`src/rtl/oc_pkg.sv`:
```
package oc_pkg;

  typedef enum logic {
    CU_FREE = 1'b0,
    CU_BUSY = 1'b1
  } cu_state_e;

  // next index in a ring of n entries
  function automatic int unsigned rr_next(int unsigned cur, int unsigned n);
    return (cur + 1 >= n) ? 0 : cur + 1;
  endfunction

  // a source index is usable when its sign bit is clear
  function automatic logic src_is_valid(logic sign_bit);
    return ~sign_bit;
  endfunction

endpackage

```
`src/rtl/oc_cu_slot.sv`:
```
module oc_cu_slot
  import oc_pkg::*;
#(
  parameter int NUM_OPS = 4,
  parameter int NUM_OUT = 2,
  parameter int REG_W   = 6,
  parameter int WARP_W  = 5,
  parameter int INSTR_W = 12,
  parameter int OUT_W   = 1,
  parameter int OP_W    = 2
) (
  input  logic                     clk,
  input  logic                     rst_n,
  input  logic                     alloc_hit,
  input  logic [WARP_W-1:0]        alloc_warp,
  input  logic [INSTR_W-1:0]       alloc_instr,
  input  logic [NUM_OPS*REG_W-1:0] alloc_regs,
  input  logic [OUT_W-1:0]         alloc_out,
  input  logic                     op_hit,
  input  logic [OP_W-1:0]          op_idx,
  input  logic                     disp_hit,
  input  logic [NUM_OUT-1:0]       out_empty,
  output logic                     busy,
  output logic                     ready,
  output logic [NUM_OPS-1:0]       pend,
  output logic [OUT_W-1:0]         osel,
  output logic [WARP_W-1:0]        warp,
  output logic [INSTR_W-1:0]       instr
);

  cu_state_e          st;
  logic [NUM_OPS-1:0] vmask;
  logic               alloc_take;

  genvar k;
  for (k = 0; k < NUM_OPS; k++) begin : g_vld
    assign vmask[k] = src_is_valid(alloc_regs[k*REG_W + REG_W - 1]);
  end

  assign alloc_take = alloc_hit && (st == CU_FREE) && (pend == '0);

  always_ff @(posedge clk or negedge rst_n) begin
    if (!rst_n) begin
      st    <= CU_FREE;
      pend  <= '0;
      osel  <= '0;
      warp  <= '0;
      instr <= '0;
    end else if (disp_hit) begin
      st    <= CU_FREE;
      pend  <= '0;
      osel  <= '0;
    end else if (alloc_take) begin
      st    <= CU_BUSY;
      pend  <= vmask;
      osel  <= alloc_out;
      warp  <= alloc_warp;
      instr <= alloc_instr;
    end else if (op_hit) begin
      pend[op_idx] <= 1'b0;
    end
  end

  assign busy  = (st == CU_BUSY);
  assign ready = busy && (pend == '0) && out_empty[osel];

endmodule

```
`src/rtl/oc_rr_arb.sv`:
```
module oc_rr_arb
  import oc_pkg::*;
#(
  parameter int NUM_CU = 4,
  parameter int CU_W   = 2
) (
  input  logic              clk,
  input  logic              rst_n,
  input  logic [NUM_CU-1:0] cand,
  output logic              gnt_valid,
  output logic [CU_W-1:0]   gnt_idx
);

  logic [CU_W-1:0] last;

  always_comb begin
    int unsigned idx;
    gnt_valid = 1'b0;
    gnt_idx   = '0;
    idx       = int'(last);
    for (int k = 0; k < NUM_CU; k++) begin
      idx = rr_next(idx, NUM_CU);
      if (!gnt_valid && cand[idx]) begin
        gnt_valid = 1'b1;
        gnt_idx   = CU_W'(idx);
      end
    end
  end

  always_ff @(posedge clk or negedge rst_n) begin
    if (!rst_n)         last <= '0;
    else if (gnt_valid) last <= gnt_idx;
  end

endmodule

```
`src/rtl/oc_unit_set.sv`:
```
module oc_unit_set
  import oc_pkg::*;
#(
  parameter int NUM_CU   = 4,
  parameter int NUM_DISP = 2,
  parameter int NUM_OPS  = 4,
  parameter int NUM_OUT  = 2,
  parameter int REG_W    = 6,
  parameter int WARP_W   = 5,
  parameter int INSTR_W  = 12,
  localparam int CU_W    = (NUM_CU  > 1) ? $clog2(NUM_CU)  : 1,
  localparam int OUT_W   = (NUM_OUT > 1) ? $clog2(NUM_OUT) : 1,
  localparam int OP_W    = (NUM_OPS > 1) ? $clog2(NUM_OPS) : 1
) (
  input  logic                         clk,
  input  logic                         rst_n,
  input  logic                         alloc_valid,
  input  logic [CU_W-1:0]              alloc_cu,
  input  logic [WARP_W-1:0]            alloc_warp,
  input  logic [INSTR_W-1:0]           alloc_instr,
  input  logic [NUM_OPS*REG_W-1:0]     alloc_regs,
  input  logic [OUT_W-1:0]             alloc_out,
  input  logic                         op_valid,
  input  logic [CU_W-1:0]              op_cu,
  input  logic [OP_W-1:0]              op_idx,
  input  logic [NUM_OUT-1:0]           out_empty,
  output logic [NUM_CU-1:0]            cu_busy,
  output logic [NUM_DISP-1:0]          disp_valid,
  output logic [NUM_DISP*CU_W-1:0]     disp_cu,
  output logic [NUM_DISP*OUT_W-1:0]    disp_out,
  output logic [NUM_DISP*WARP_W-1:0]   disp_warp,
  output logic [NUM_DISP*INSTR_W-1:0]  disp_instr
);

  logic [NUM_CU-1:0]         cu_ready;
  logic [NUM_CU-1:0]         disp_hit_mask;
  logic [NUM_CU*NUM_OPS-1:0] slot_pend;
  logic [OUT_W-1:0]          cu_osel  [NUM_CU];
  logic [WARP_W-1:0]         cu_warp  [NUM_CU];
  logic [INSTR_W-1:0]        cu_instr [NUM_CU];

  genvar i, d;
  for (i = 0; i < NUM_CU; i++) begin : g_cu
    oc_cu_slot #(
      .NUM_OPS(NUM_OPS), .NUM_OUT(NUM_OUT), .REG_W(REG_W), .WARP_W(WARP_W),
      .INSTR_W(INSTR_W), .OUT_W(OUT_W), .OP_W(OP_W)
    ) u_slot (
      .clk        (clk),
      .rst_n      (rst_n),
      .alloc_hit  (alloc_valid && (alloc_cu == CU_W'(i))),
      .alloc_warp (alloc_warp),
      .alloc_instr(alloc_instr),
      .alloc_regs (alloc_regs),
      .alloc_out  (alloc_out),
      .op_hit     (op_valid && (op_cu == CU_W'(i))),
      .op_idx     (op_idx),
      .disp_hit   (disp_hit_mask[i]),
      .out_empty  (out_empty),
      .busy       (cu_busy[i]),
      .ready      (cu_ready[i]),
      .pend       (slot_pend[i*NUM_OPS +: NUM_OPS]),
      .osel       (cu_osel[i]),
      .warp       (cu_warp[i]),
      .instr      (cu_instr[i])
    );
  end

  // dispatchers are chained: each sees what the lower ones already took
  for (d = 0; d < NUM_DISP; d++) begin : g_disp
    logic [NUM_CU-1:0]  prev_cu, cand, taken_cu;
    logic [NUM_OUT-1:0] prev_out, taken_out;
    logic               gv;
    logic [CU_W-1:0]    gi;

    if (d == 0) begin : g_head
      assign prev_cu  = '0;
      assign prev_out = '0;
    end else begin : g_link
      assign prev_cu  = g_disp[d-1].taken_cu;
      assign prev_out = g_disp[d-1].taken_out;
    end

    always_comb begin
      for (int u = 0; u < NUM_CU; u++)
        cand[u] = cu_ready[u] && !prev_cu[u] && !prev_out[cu_osel[u]];
    end

    oc_rr_arb #(.NUM_CU(NUM_CU), .CU_W(CU_W)) u_arb (
      .clk      (clk),
      .rst_n    (rst_n),
      .cand     (cand),
      .gnt_valid(gv),
      .gnt_idx  (gi)
    );

    assign taken_cu  = prev_cu  | (gv ? (NUM_CU'(1)  << gi)          : '0);
    assign taken_out = prev_out | (gv ? (NUM_OUT'(1) << cu_osel[gi]) : '0);

    assign disp_valid[d]                       = gv;
    assign disp_cu[d*CU_W +: CU_W]             = gi;
    assign disp_out[d*OUT_W +: OUT_W]          = cu_osel[gi];
    assign disp_warp[d*WARP_W +: WARP_W]       = cu_warp[gi];
    assign disp_instr[d*INSTR_W +: INSTR_W]    = cu_instr[gi];
  end

  assign disp_hit_mask = g_disp[NUM_DISP-1].taken_cu;

endmodule

```
`config.mk`:
```
export PLATFORM = sky130hd
export DESIGN_NAME = oc_unit_set
export DESIGN_NICKNAME = d
export VERILOG_FILES = /design/src/rtl/oc_pkg.sv /design/src/rtl/oc_cu_slot.sv /design/src/rtl/oc_rr_arb.sv /design/src/rtl/oc_unit_set.sv
export SDC_FILE = /design/constraint.sdc
export NUM_CORES = 1
export LEC_CHECK = 0
export BUFFER_PORTS_ARGS = -buffer_cell sky130_fd_sc_hd__buf_2
export CAP_MARGIN = 20
export CELL_PAD_IN_SITES_DETAIL_PLACEMENT = 0
export CELL_PAD_IN_SITES_GLOBAL_PLACEMENT = 1
export CORE_ASPECT_RATIO = 0.7
export CORE_UTILIZATION = 44
export CTS_CLUSTER_SIZE = 20
export DETAILED_ROUTE_END_ITERATION = 8
export GPL_TIMING_DRIVEN = 0
export PLACE_DENSITY = 0.8
export SLEW_MARGIN = 25
export SYNTH_ARGS = -nofsm -noshare
export SYNTH_HDL_FRONTEND = slang
export SYNTH_SLANG_ARGS = --single-unit
```
`constraint.sdc`:
```
create_clock -name clk -period 8 [get_ports clk]
set_clock_uncertainty 0.15 [all_clocks]
set_input_delay 1.6 -clock clk [delete_from_list [all_inputs] [get_ports clk]]
set_output_delay 1.6 -clock clk [all_outputs]
set_load 0.02 [all_outputs]
```
==> results.toml, run 1 <==
[cells_and_area]
finish.utilization_pct = 53.92
finalNonFillerCells = 988
drive_above_1_share_pct = 24.69
areaGrowthSynthToFinish_pct = 18.35
fin_area_um2 = 7602
fill_cells = 1285
nets = 857
n_antenna_cell = 0

[synthesis]
ys.flop_type = "dfrtp_1"
post-synth-top-count-cell = "nand2_1"
synthSimpleGateAreaFrac_pct = 18.06
synth_adder_area_share_pct = 2.415
synth_common_cells = "nand2_1 (140), dfrtp_1 (96), mux2i_1 (80), mux2_2 (35), a21oi_1 (29)"
yosys.area.top_type = "dfrtp_1"
synthesis.area_um2 = 6424
synth_top_family_by_area = "multiplexers"
synth-compound-area-share_pct = 16.24
ys_ff_latch = 96
syn-instance-count = 689
synth_mux_area_share_pct = 20.12
ys_types = 74
async_reset_ff_share_pct = 100.0
synth_xor_area_share_pct = 0.5454
syn_avg_cell_area_um2 = 9.323
yosysWarnings = 0
synth_enable_flop_cells = 0
syn_nets = 753
synth_top_area_share_pct = 37.40
synthTopCellsByArea = "dfrtp_1 (37%), mux2i_1 (12%), nand2_1 (8.2%), mux2_2 (6.1%), a21oi_1 (2.3%)"
yosysSeqAreaShare_pct = 37.40

[pwr]
clockPowerShare_pct = 28.8
p_leak_uw = 0.003975
p_sw_share_pct = 37.45
power.internal_uw = 995.7
total_power_uw = 1592
peakVddDrop_mv = 0.1119
power_density_nw_per_um2 = 209.4
seqPwrFrac_pct = 39.0
switching_power_uw = 596.2
p_comb_share_pct = 32.3

[run_status]
status = "finished clean"

[place]
gp_congestion = 0.8918
placed_cells = 960
dpl_cell_area_um2 = 7104
dp_hpwl_um = 14220
port_buffers = 79

[detailed_routing]
wire_per_inst_um = 19.60
routed-via-count = 5722
first_pass_iters = 5
ant_nets = 0
drt-total-wl_um = 19360
drc_errors = 0
vias_per_cell = 5.791
dr.first_iter.drc_count = 394

[clocking]
cts.sinks = 96
h-tree-depth = 3
clockBufferDepth = 2
cts_tree = "done"
cts_made_buffers = 9
clkLatencyLatePin_ns = 0.35
cts_hold_buffers = 0
ctsRootBufferMaster = "clkbuf_16"
path_clk_slew_ns = 0.07

[worst_setup_path]
critPathArrivalTime_ns = 6.11
path_class = "in2out"
critPathRequiredTime_ns = 6.25
end_kind = "output port"
worstPathMaxFanout = 10
cp-start-kind = "primary input"

[flow_run]
maxCapViolCount = 0

[floorplanning]
die_y_um = 103.1
rows = 36
die_x_um = 146.4
core_um2 = 14100
io_pins = 100
die-area_um2 = 15090
start_util_pct = 45.56

[timing]
rsz0062_at_grt = "no"
setup-tns-final_ns = 0
worstMarginPinSlew_ns = 0.8984
finalCritPeriodShare_pct = 98.28
hold_violations = 0
drv_slew = 0
timing.slew.headroom_pct = 40.11
setup_viol = 0
fmax_mhz = 127.2
fin_crit_ns = 7.863

[grt]
grt_pass1_vias = 5408
antenna_found_initial = 0
grt_pass1_wl_um = 29530
track_usage_pct = 25.78
grt_max_degree = 76
grt_overflow = 0

[hold_path]
worst_hold_path_type = "reg2reg"
kinds of logic after synthesis:
family,count (synthesis)
and+or+nand+nor,247
AOI/OAI and AO/OA,139
muxes,121
DFF,96
buffers and inverters,72
adders and majority gates,10
xor gates and xnor gates,4
cell usage in the layout, fill, tap and decap left out, types with 18 or more instances in the layout:
cell type and n:
a211oi_1 18, dfrtp_1 95, inv_1 23, nor2_1 24
buf_2 81, mux2_2 35, mux2i_1 76, nand2_1 140
clkbuf_1 21, a21oi_1 28, buf_4 22
timing repair:
action                                  CTS  global route
buffers inserted                          0            12
gates resized for setup                   4            25
endpoints found under the setup margin   18            18
pin swaps                                 0             7
registers in the layout, indices dropped and copies added (netlist names):
| signal | cells |
|---|---|
| g_cu.u_slot.instr | 48 |
| g_cu.u_slot.warp | 20 |
| g_cu.u_slot.pend | 16 |
| g_cu.u_slot.busy | 4 |
| g_cu.u_slot.osel | 4 |
| g_disp.u_arb.last | 4 |
final cells by class:
class                           count  area (µm²)  share of cell area, %
Buffer                             44       257.7                  3.390
Clock inverter                      7       90.09                  1.185
Timing Repair Buffer               93       529.3                  6.962
Sequential cell                    96        2404                  31.62
Multi-Input combinational cell    521        3750                  49.33
Clock buffer                        9       225.2                  2.962
Inverter                           28       108.9                  1.432
Tap cell                          190       237.7                  3.127
path summary, 6_finish.rpt:
path | cells after the start | slack (ns) | end | startpoint
min | 2 | 0.35 | g_cu[3].u_slot.instr[3]$_DFFE_PN0P_ | g_cu[3].u_slot.instr[3]$_DFFE_PN0P_
max in group asynchronous | 2 | 6.11 | g_cu[1].u_slot.warp[1]$_DFFE_PN0P_ | rst_n
max | 20 | 0.14 | disp_instr[22] | out_empty[0]
min reg2reg | 2 | 0.35 | g_cu[3].u_slot.instr[3]$_DFFE_PN0P_ | g_cu[3].u_slot.instr[3]$_DFFE_PN0P_
max reg2reg | 21 | 2.28 | g_cu[0].u_slot.osel$_DFFE_PN0P_ | g_disp[0].u_arb.last[1]$_DFFE_PN0P_
min in group asynchronous | 1 | 0.94 | g_disp[1].u_arb.last[1]$_DFFE_PN0P_ | rst_n
routing by layer:
layer	share of wire [%]	vias to the layer above	global-route usage (%)
li1	-	2686	-
met1	47	2782	36.96
met2	44	231	39.82
met3	7.8	23	4.779
met4	1.3	0	7.532
met5	0	-	0
stage by stage:
stage / hold slack [ns] / setup WS [ns]
after floorplan: 0.3087 / 0.6245
after global placement: 0.3240 / -0.3418
after detailed placement: 0.3303 / -0.3327
after CTS: 0.3471 / 0.008164
after global routing: 0.3667 / 0.01968
final: 0.3469 / 0.1374
worst max-delay path, cell delays in order:
cell and delay (ns):
buf_2 0.12, mux2_4 0.28, and3_1 0.16, buf_2 0.16
mux4_2 0.50, o21ba_4 0.26, a31oi_4 0.11, mux2_4 0.33
a221o_1 0.41, o221ai_4 0.32, mux2i_1 0.12, a21o_1 0.21
a221oi_2 0.35, a221o_1 0.22, buf_4 0.14, buf_12 0.14
buf_12 0.15, mux2i_2 0.24, mux2i_1 0.10, buf_2 0.17
power groups by stage:
| stage | clock network (µW) | registers [µW] | logic, µW |
|---|---|---|---|
| after CTS | 459 | 619 | 488 |
| final | 458 | 620 | 514 |
| after global routing | 483 | 630 | 556 |
| after global placement | 0 | 622 | 468 |
| after floorplan | 0 | 609 | 360 |
| after detailed placement | 0 | 628 | 484 |
Power figures use the tool's default switching activity.
==> run 2, diff against run 1 <==
--- a/config.mk
+++ b/config.mk
@@ -10,6 +10,7 @@
 export CELL_PAD_IN_SITES_DETAIL_PLACEMENT = 0
 export CELL_PAD_IN_SITES_GLOBAL_PLACEMENT = 1
 export CORE_ASPECT_RATIO = 0.7
+export CORE_MARGIN = 2
 export CORE_UTILIZATION = 44
 export CTS_CLUSTER_SIZE = 20
 export DETAILED_ROUTE_END_ITERATION = 8
==> run 2 against run 1 <==
Compared with the run above: maximum frequency shrank 0.44%; first-iteration DRC count is 6.9% higher; flip-flop and latch count is the same; hold slack got worse by 0.00067 ns; non-clock buffer count rose by 1; sequential share of layout area shrank 0.34 points; critical path depth is 1 lower; design area up 1.0%; die area rose by 3.3%; clock power increased by 14%; via count grew 1.0%; critical endpoint is now disp_warp[7]; highest routed layer unchanged.
==> results.toml, run 2 (synthesis gave the netlist of run 1 again) <==
[run_status]
status = "finished clean"

[cells_and_area]
mostFrequentLayoutCell = "nand2_1"
fin_area_um2 = 7680
largest_register = "g_cu.u_slot.instr"
areaGrowthSynthToFinish_pct = 19.56
largest_reg_flops = 48
n_antenna_cell = 0
drive_above_1_share_pct = 24.91
top_regs = "g_cu.u_slot.instr: 48 flops, g_cu.u_slot.warp: 20 flops, g_cu.u_slot.pend: 16 flops"
layout_common_cells = "nand2_1 (139), dfrtp_1 (96), buf_2 (79), mux2i_1 (77), mux2_2 (35)"
nets = 858

[grt]
grt_max_degree = 75
grt_overflow = 0
antenna_found_initial = 0
track_usage_pct = 25.41
grt_pass1_wl_um = 30820
grt_pass1_vias = 5560

[floorplanning]
core_um2 = 14100
start_util_pct = 45.56
die_x_um = 148.4
rows = 36
die_y_um = 105.1
die-area_um2 = 15600
io_pins = 100

[place]
dpl_cell_area_um2 = 7104
gp_congestion = 0.9075
port_buffers = 79
dp_hpwl_um = 14260

[hold_path]
min_path_cells = 2
min_from = "g_cu[3].u_slot.instr[9]$_DFFE_PN0P_"
worst_hold_path_type = "reg2reg"

[detailed_routing]
dr.first_iter.drc_count = 421
ant_nets = 0
wire_per_inst_um = 19.84
drc_errors = 0
vias_per_cell = 5.844
drt-total-wl_um = 19620
routed-via-count = 5780
first_pass_iters = 7

[pwr]
p_leak_uw = 0.004029
total_power_uw = 1658
peakVddDrop_mv = 0.1131
power_density_nw_per_um2 = 215.9

[worst_setup_path]
reg2regPathDepth = 22
r2r_start = "g_disp[0].u_arb.last[1]$_DFFE_PN0P_"
path_class = "in2out"
critPathArrivalTime_ns = 6.15
critPathRequiredTime_ns = 6.25
end_kind = "output port"
cp-start-kind = "primary input"
cp-startpoint = "out_empty[1]"
worstPathMaxFanout = 5

[timing]
hold_violations = 0
fin_crit_ns = 7.897
finalCritPeriodShare_pct = 98.72
drv_slew = 0
timing.slew.headroom_pct = 39.75
setup_viol = 0
rsz0062_at_grt = "yes"
fmax_mhz = 126.6
worstMarginPinSlew_ns = 0.9038

[clocking]
path_clk_slew_ns = 0.07
cts_hold_buffers = 0
cts_made_buffers = 9
ctsRootBufferMaster = "clkbuf_16"
h-tree-depth = 3
clkLatencyLatePin_ns = 0.35
cts.sinks = 96
clockBufferDepth = 2
cts_tree = "done"

[flow_run]
maxCapViolCount = 0
## run 2: cell count changes in the layout (fill, tap and decap cells not counted), moves of 2 or more
cell        before  now
clkinvlp_4       3    1
clkbuf_8         0    2
buf_2           81   79
inv_4            0    2
inv_2            3    1
bufinv_16        1    3
## run 2: area by class of cell
| cell class | instances | area (µm²) |
|---|---|---|
| clock inverters | 5 | 110.1 |
| inverters | 28 | 113.9 |
| plain buffers | 44 | 260.3 |
| multi-input cells | 521 | 3751 |
| clock buffers | 11 | 252.7 |
| flip-flops and latches | 96 | 2402 |
| well taps | 190 | 237.7 |
| repair buffers | 94 | 551.8 |
| fillers | 1282 | 6419 |
## run 2: worst paths after layout
kind / end / slack, ns
worst max-delay path: disp_warp[7] / 0.10
worst min-delay path: g_cu[3].u_slot.instr[9]$_DFFE_PN0P_ / 0.35
worst max register to register: g_cu[0].u_slot.busy$_DFFE_PN0P_ / 2.12
worst min register to register: g_cu[3].u_slot.instr[9]$_DFFE_PN0P_ / 0.35
max in group asynchronous: g_cu[3].u_slot.pend[1]$_DFFE_PN0P_ / 6.10
min in group asynchronous: g_cu[0].u_slot.instr[4]$_DFFE_PN0P_ / 0.95
## run 2: per-stage QoR
stage	setup TNS [ns]	hold WS (ns)	setup WS [ns]	instances	utilization [%]
final	0	0.3462	0.1027	989	54.47
after global routing	-0.1613	0.3824	-0.03862	989	54.47
after CTS	0	0.3481	0.03228	976	53.07
after detailed placement	-2.626	0.3284	-0.3176	960	50.39
after global placement	-2.296	0.3226	-0.3128	958	50.05
after floorplan	0	0.3087	0.6245	689	-
## run 2: power breakdown
group          switching [µW]  internal (µW)
clock network             198            326
logic                     317            197
registers                66.1            553
## run 2: metal layers
metal	wire length [µm]	GRT usage, %	vias to the layer above
met5	0	0	-
met4	177	5.714	0
met3	1333	4.672	21
met2	8722	38.26	210
met1	9387	37.91	2863
li1	-	-	2686
## run 2: repair_timing
item / in CTS / in global routing
buffers inserted: 0 / 13
pin swaps: 0 / 7
endpoints found under the setup margin: 18 / 19
gates resized for setup: 4 / 28
## run 2: critical path, stage by stage
cell,delay (ns)
buf_2,0.12
mux2_1,0.34
and3_2,0.29
mux4_2,0.51
o21ba_4,0.26
a31oi_4,0.12
mux2_4,0.33
a221o_1,0.41
o221ai_4,0.33
o32ai_4,0.16
nor3_4,0.22
a221oi_2,0.11
a221o_1,0.33
buf_4,0.16
buf_12,0.13
buf_12,0.12
mux2i_1,0.11
mux2i_1,0.27
buf_4,0.21
==> run 3, diff against run 2 <==
--- a/config.mk
+++ b/config.mk
@@ -6,7 +6,7 @@
 export NUM_CORES = 1
 export LEC_CHECK = 0
 export BUFFER_PORTS_ARGS = -buffer_cell sky130_fd_sc_hd__buf_2
-export CAP_MARGIN = 20
+export CAP_MARGIN = 5
 export CELL_PAD_IN_SITES_DETAIL_PLACEMENT = 0
 export CELL_PAD_IN_SITES_GLOBAL_PLACEMENT = 1
 export CORE_ASPECT_RATIO = 0.7
@@ -16,6 +16,7 @@
 export DETAILED_ROUTE_END_ITERATION = 8
 export GPL_TIMING_DRIVEN = 0
 export PLACE_DENSITY = 0.8
+export SETUP_SLACK_MARGIN = 0.4
 export SLEW_MARGIN = 25
 export SYNTH_ARGS = -nofsm -noshare
 export SYNTH_HDL_FRONTEND = slang
==> run 3 against run 2 <==
Compared with the run above: register-to-register slack better by 0.16 ns; worst setup slack better by 0.23 ns; sequential power about the same; largest cell class unchanged; largest power group unchanged; highest routed layer unchanged.
==> results.toml, run 3 (synthesis gave the netlist of run 1 again) <==
[detailed_routing]
wire_per_inst_um = 20.14
drt-total-wl_um = 20060
routed-via-count = 5831
drc_errors = 0
dr.first_iter.drc_count = 436
first_pass_iters = 5
ant_nets = 0
vias_per_cell = 5.854

[cells_and_area]
layout_common_cells = "nand2_1 (139), dfrtp_1 (96), mux2i_1 (77), buf_2 (73), mux2_2 (36)"
areaGrowthSynthToFinish_pct = 21.74
drive_above_1_share_pct = 25.93
mostFrequentLayoutCell = "nand2_1"
nets = 865
finalNonFillerCells = 996
finish.utilization_pct = 55.47
top_regs = "g_cu.u_slot.instr: 48 flops, g_cu.u_slot.warp: 20 flops, g_cu.u_slot.pend: 16 flops"
n_antenna_cell = 0
largest_register = "g_cu.u_slot.instr"
largest_reg_flops = 48

[worst_setup_path]
cpPeakStageDelay_ns = 0.49
path_class = "in2out"
slowest_stage = "mux4_2"
end_kind = "output port"
path_buf_inv = 6
worstPathMaxFanout = 6
critical_path.cell_chain = "buf_8 > mux2_4 > and3_4 > buf_6 > mux4_2 > o21ba_4 > a31oi_4 > mux2_4 > a221o_1 > o221ai_4 > mux2i_1 > a21o_1 > a221oi_2 > a221o_1 > buf_6 > buf_12 > buf_12 > mux2i_2 > mux2i_1 > buf_2"
cp-start-kind = "primary input"
critPathArrivalTime_ns = 5.92
cp_top_family = "compound AO/OA/AOI/OAI gates"
critPathRequiredTime_ns = 6.25

[timing]
hold_ws_ns = 0.3488
rsz0062_at_grt = "yes"
fmax_mhz = 130.5
finalCritPeriodShare_pct = 95.82
worstMarginPinSlew_ns = 0.8983
setup-tns-final_ns = 0
timing.slew.headroom_pct = 40.12
drv_slew = 0
setup_viol = 0
fin_crit_ns = 7.666
hold_violations = 0
layout_setup_ws_ns = 0.3344

[floorplanning]
rows = 36
core_um2 = 14100
start_util_pct = 45.56
die_x_um = 148.4
io_pins = 100
die-area_um2 = 15600
die_y_um = 105.1

[place]
placed_cells = 960
gp_congestion = 0.9075
dp_hpwl_um = 14260
dpl_worst_slack_ns = -0.3176
port_buffers = 79

[pwr]
power_density_nw_per_um2 = 213.3
seqPwrFrac_pct = 37.2
power.internal_uw = 1078
p_sw_share_pct = 35.36
p_leak_uw = 0.004087
peakVddDrop_mv = 0.1131
clockPowerShare_pct = 31.4
switching_power_uw = 589.8
p_comb_share_pct = 31.4

[clocking]
cts_made_buffers = 9
cts.sinks = 96
path_clk_slew_ns = 0.07
cts_hold_buffers = 0
ctsRootBufferMaster = "clkbuf_16"
clkLatencyLatePin_ns = 0.35
cts_tree = "done"
h-tree-depth = 3
clockBufferDepth = 2

[run_status]
status = "finished clean"

[grt]
antenna_found_initial = 0
grt_pass1_vias = 5721
track_usage_pct = 26.17
grt_max_degree = 75
grt_overflow = 0
grt_pass1_wl_um = 31640

[hold_path]
worst_hold_path_type = "reg2reg"

[flow_run]
maxCapViolCount = 0
run 3: metrics by stage:
stage | power (µW) | instance area [µm²]
2_1_floorplan | 968.5 | 6424
3_3_place_gp | 1089 | 7057
3_5_place_dp | 1108 | 7104
4_1_cts | 1650 | 7761
5_1_grt | 1752 | 7820
6_report | 1668 | 7820
run 3: worst reg2reg max path, cell delays in order, from the launching register on:
cell,delay (ns)
dfrtp_1,0.46
ha_1,0.20
or2_1,0.21
buf_2,0.18
inv_2,0.15
fa_1,0.54
or2_2,0.33
o311ai_0,0.34
a32o_1,0.25
a221oi_4,0.08
inv_4,0.15
mux2i_4,0.33
xnor2_1,0.13
a21o_1,0.24
a22o_1,0.23
a21o_1,0.17
a221oi_2,0.33
a221o_1,0.24
buf_6,0.13
buf_12,0.14
buf_6,0.10
nor3b_1,0.40
nor3_1,0.12
run 3: routing by layer:
metal | routed length [µm] | vias to the layer above | track usage (%)
met5 | 0 | - | 0
met2 | 8979 | 218 | 39.91
met4 | 163 | 0 | 5.782
met3 | 1514 | 16 | 4.803
met1 | 9402 | 2893 | 38.66
li1 | - | 2704 | -
run 3: layout make-up:
class	count	area (µm²)
Sequential cell	96	2402
Fill cell	1275	6279
Buffer	44	275.3
Clock inverter	5	110.1
Inverter	28	107.6
Multi-Input combinational cell	521	3771
Timing Repair Buffer	101	663.1
Clock buffer	11	252.7
Tap cell	190	237.7
run 3: final timing paths:
check | startpoint | slack [ns] | endpoint | depth (start not counted)
max | out_empty[0] | 0.33 | disp_warp[6] | 20
max reg2reg | g_disp[0].u_arb.last[1]$_DFFE_PN0P_ | 2.28 | g_cu[0].u_slot.busy$_DFFE_PN0P_ | 22
min | g_cu[3].u_slot.instr[8]$_DFFE_PN0P_ | 0.35 | g_cu[3].u_slot.instr[8]$_DFFE_PN0P_ | 2
min reg2reg | g_cu[3].u_slot.instr[8]$_DFFE_PN0P_ | 0.35 | g_cu[3].u_slot.instr[8]$_DFFE_PN0P_ | 2
min in group asynchronous | rst_n | 0.95 | g_cu[0].u_slot.instr[4]$_DFFE_PN0P_ | 1
max in group asynchronous | rst_n | 6.09 | g_cu[3].u_slot.pend[1]$_DFFE_PN0P_ | 2
run 3: what timing repair did:
action / in CTS / in global routing
cloned: 1 / 0
pin swaps: 10 / 3
setup endpoints to repair: 20 / 20
resized for setup: 40 / 14
setup buffers: 17 / 2
run 3: power groups by stage:
stage               clock network, µW  registers, µW  logic [µW]
floorplan                           0            609         360
global placement                    0            621         468
detailed placement                  0            627         480
CTS                               528            618         503
global route                      553            630         570
finish                            524            620         524
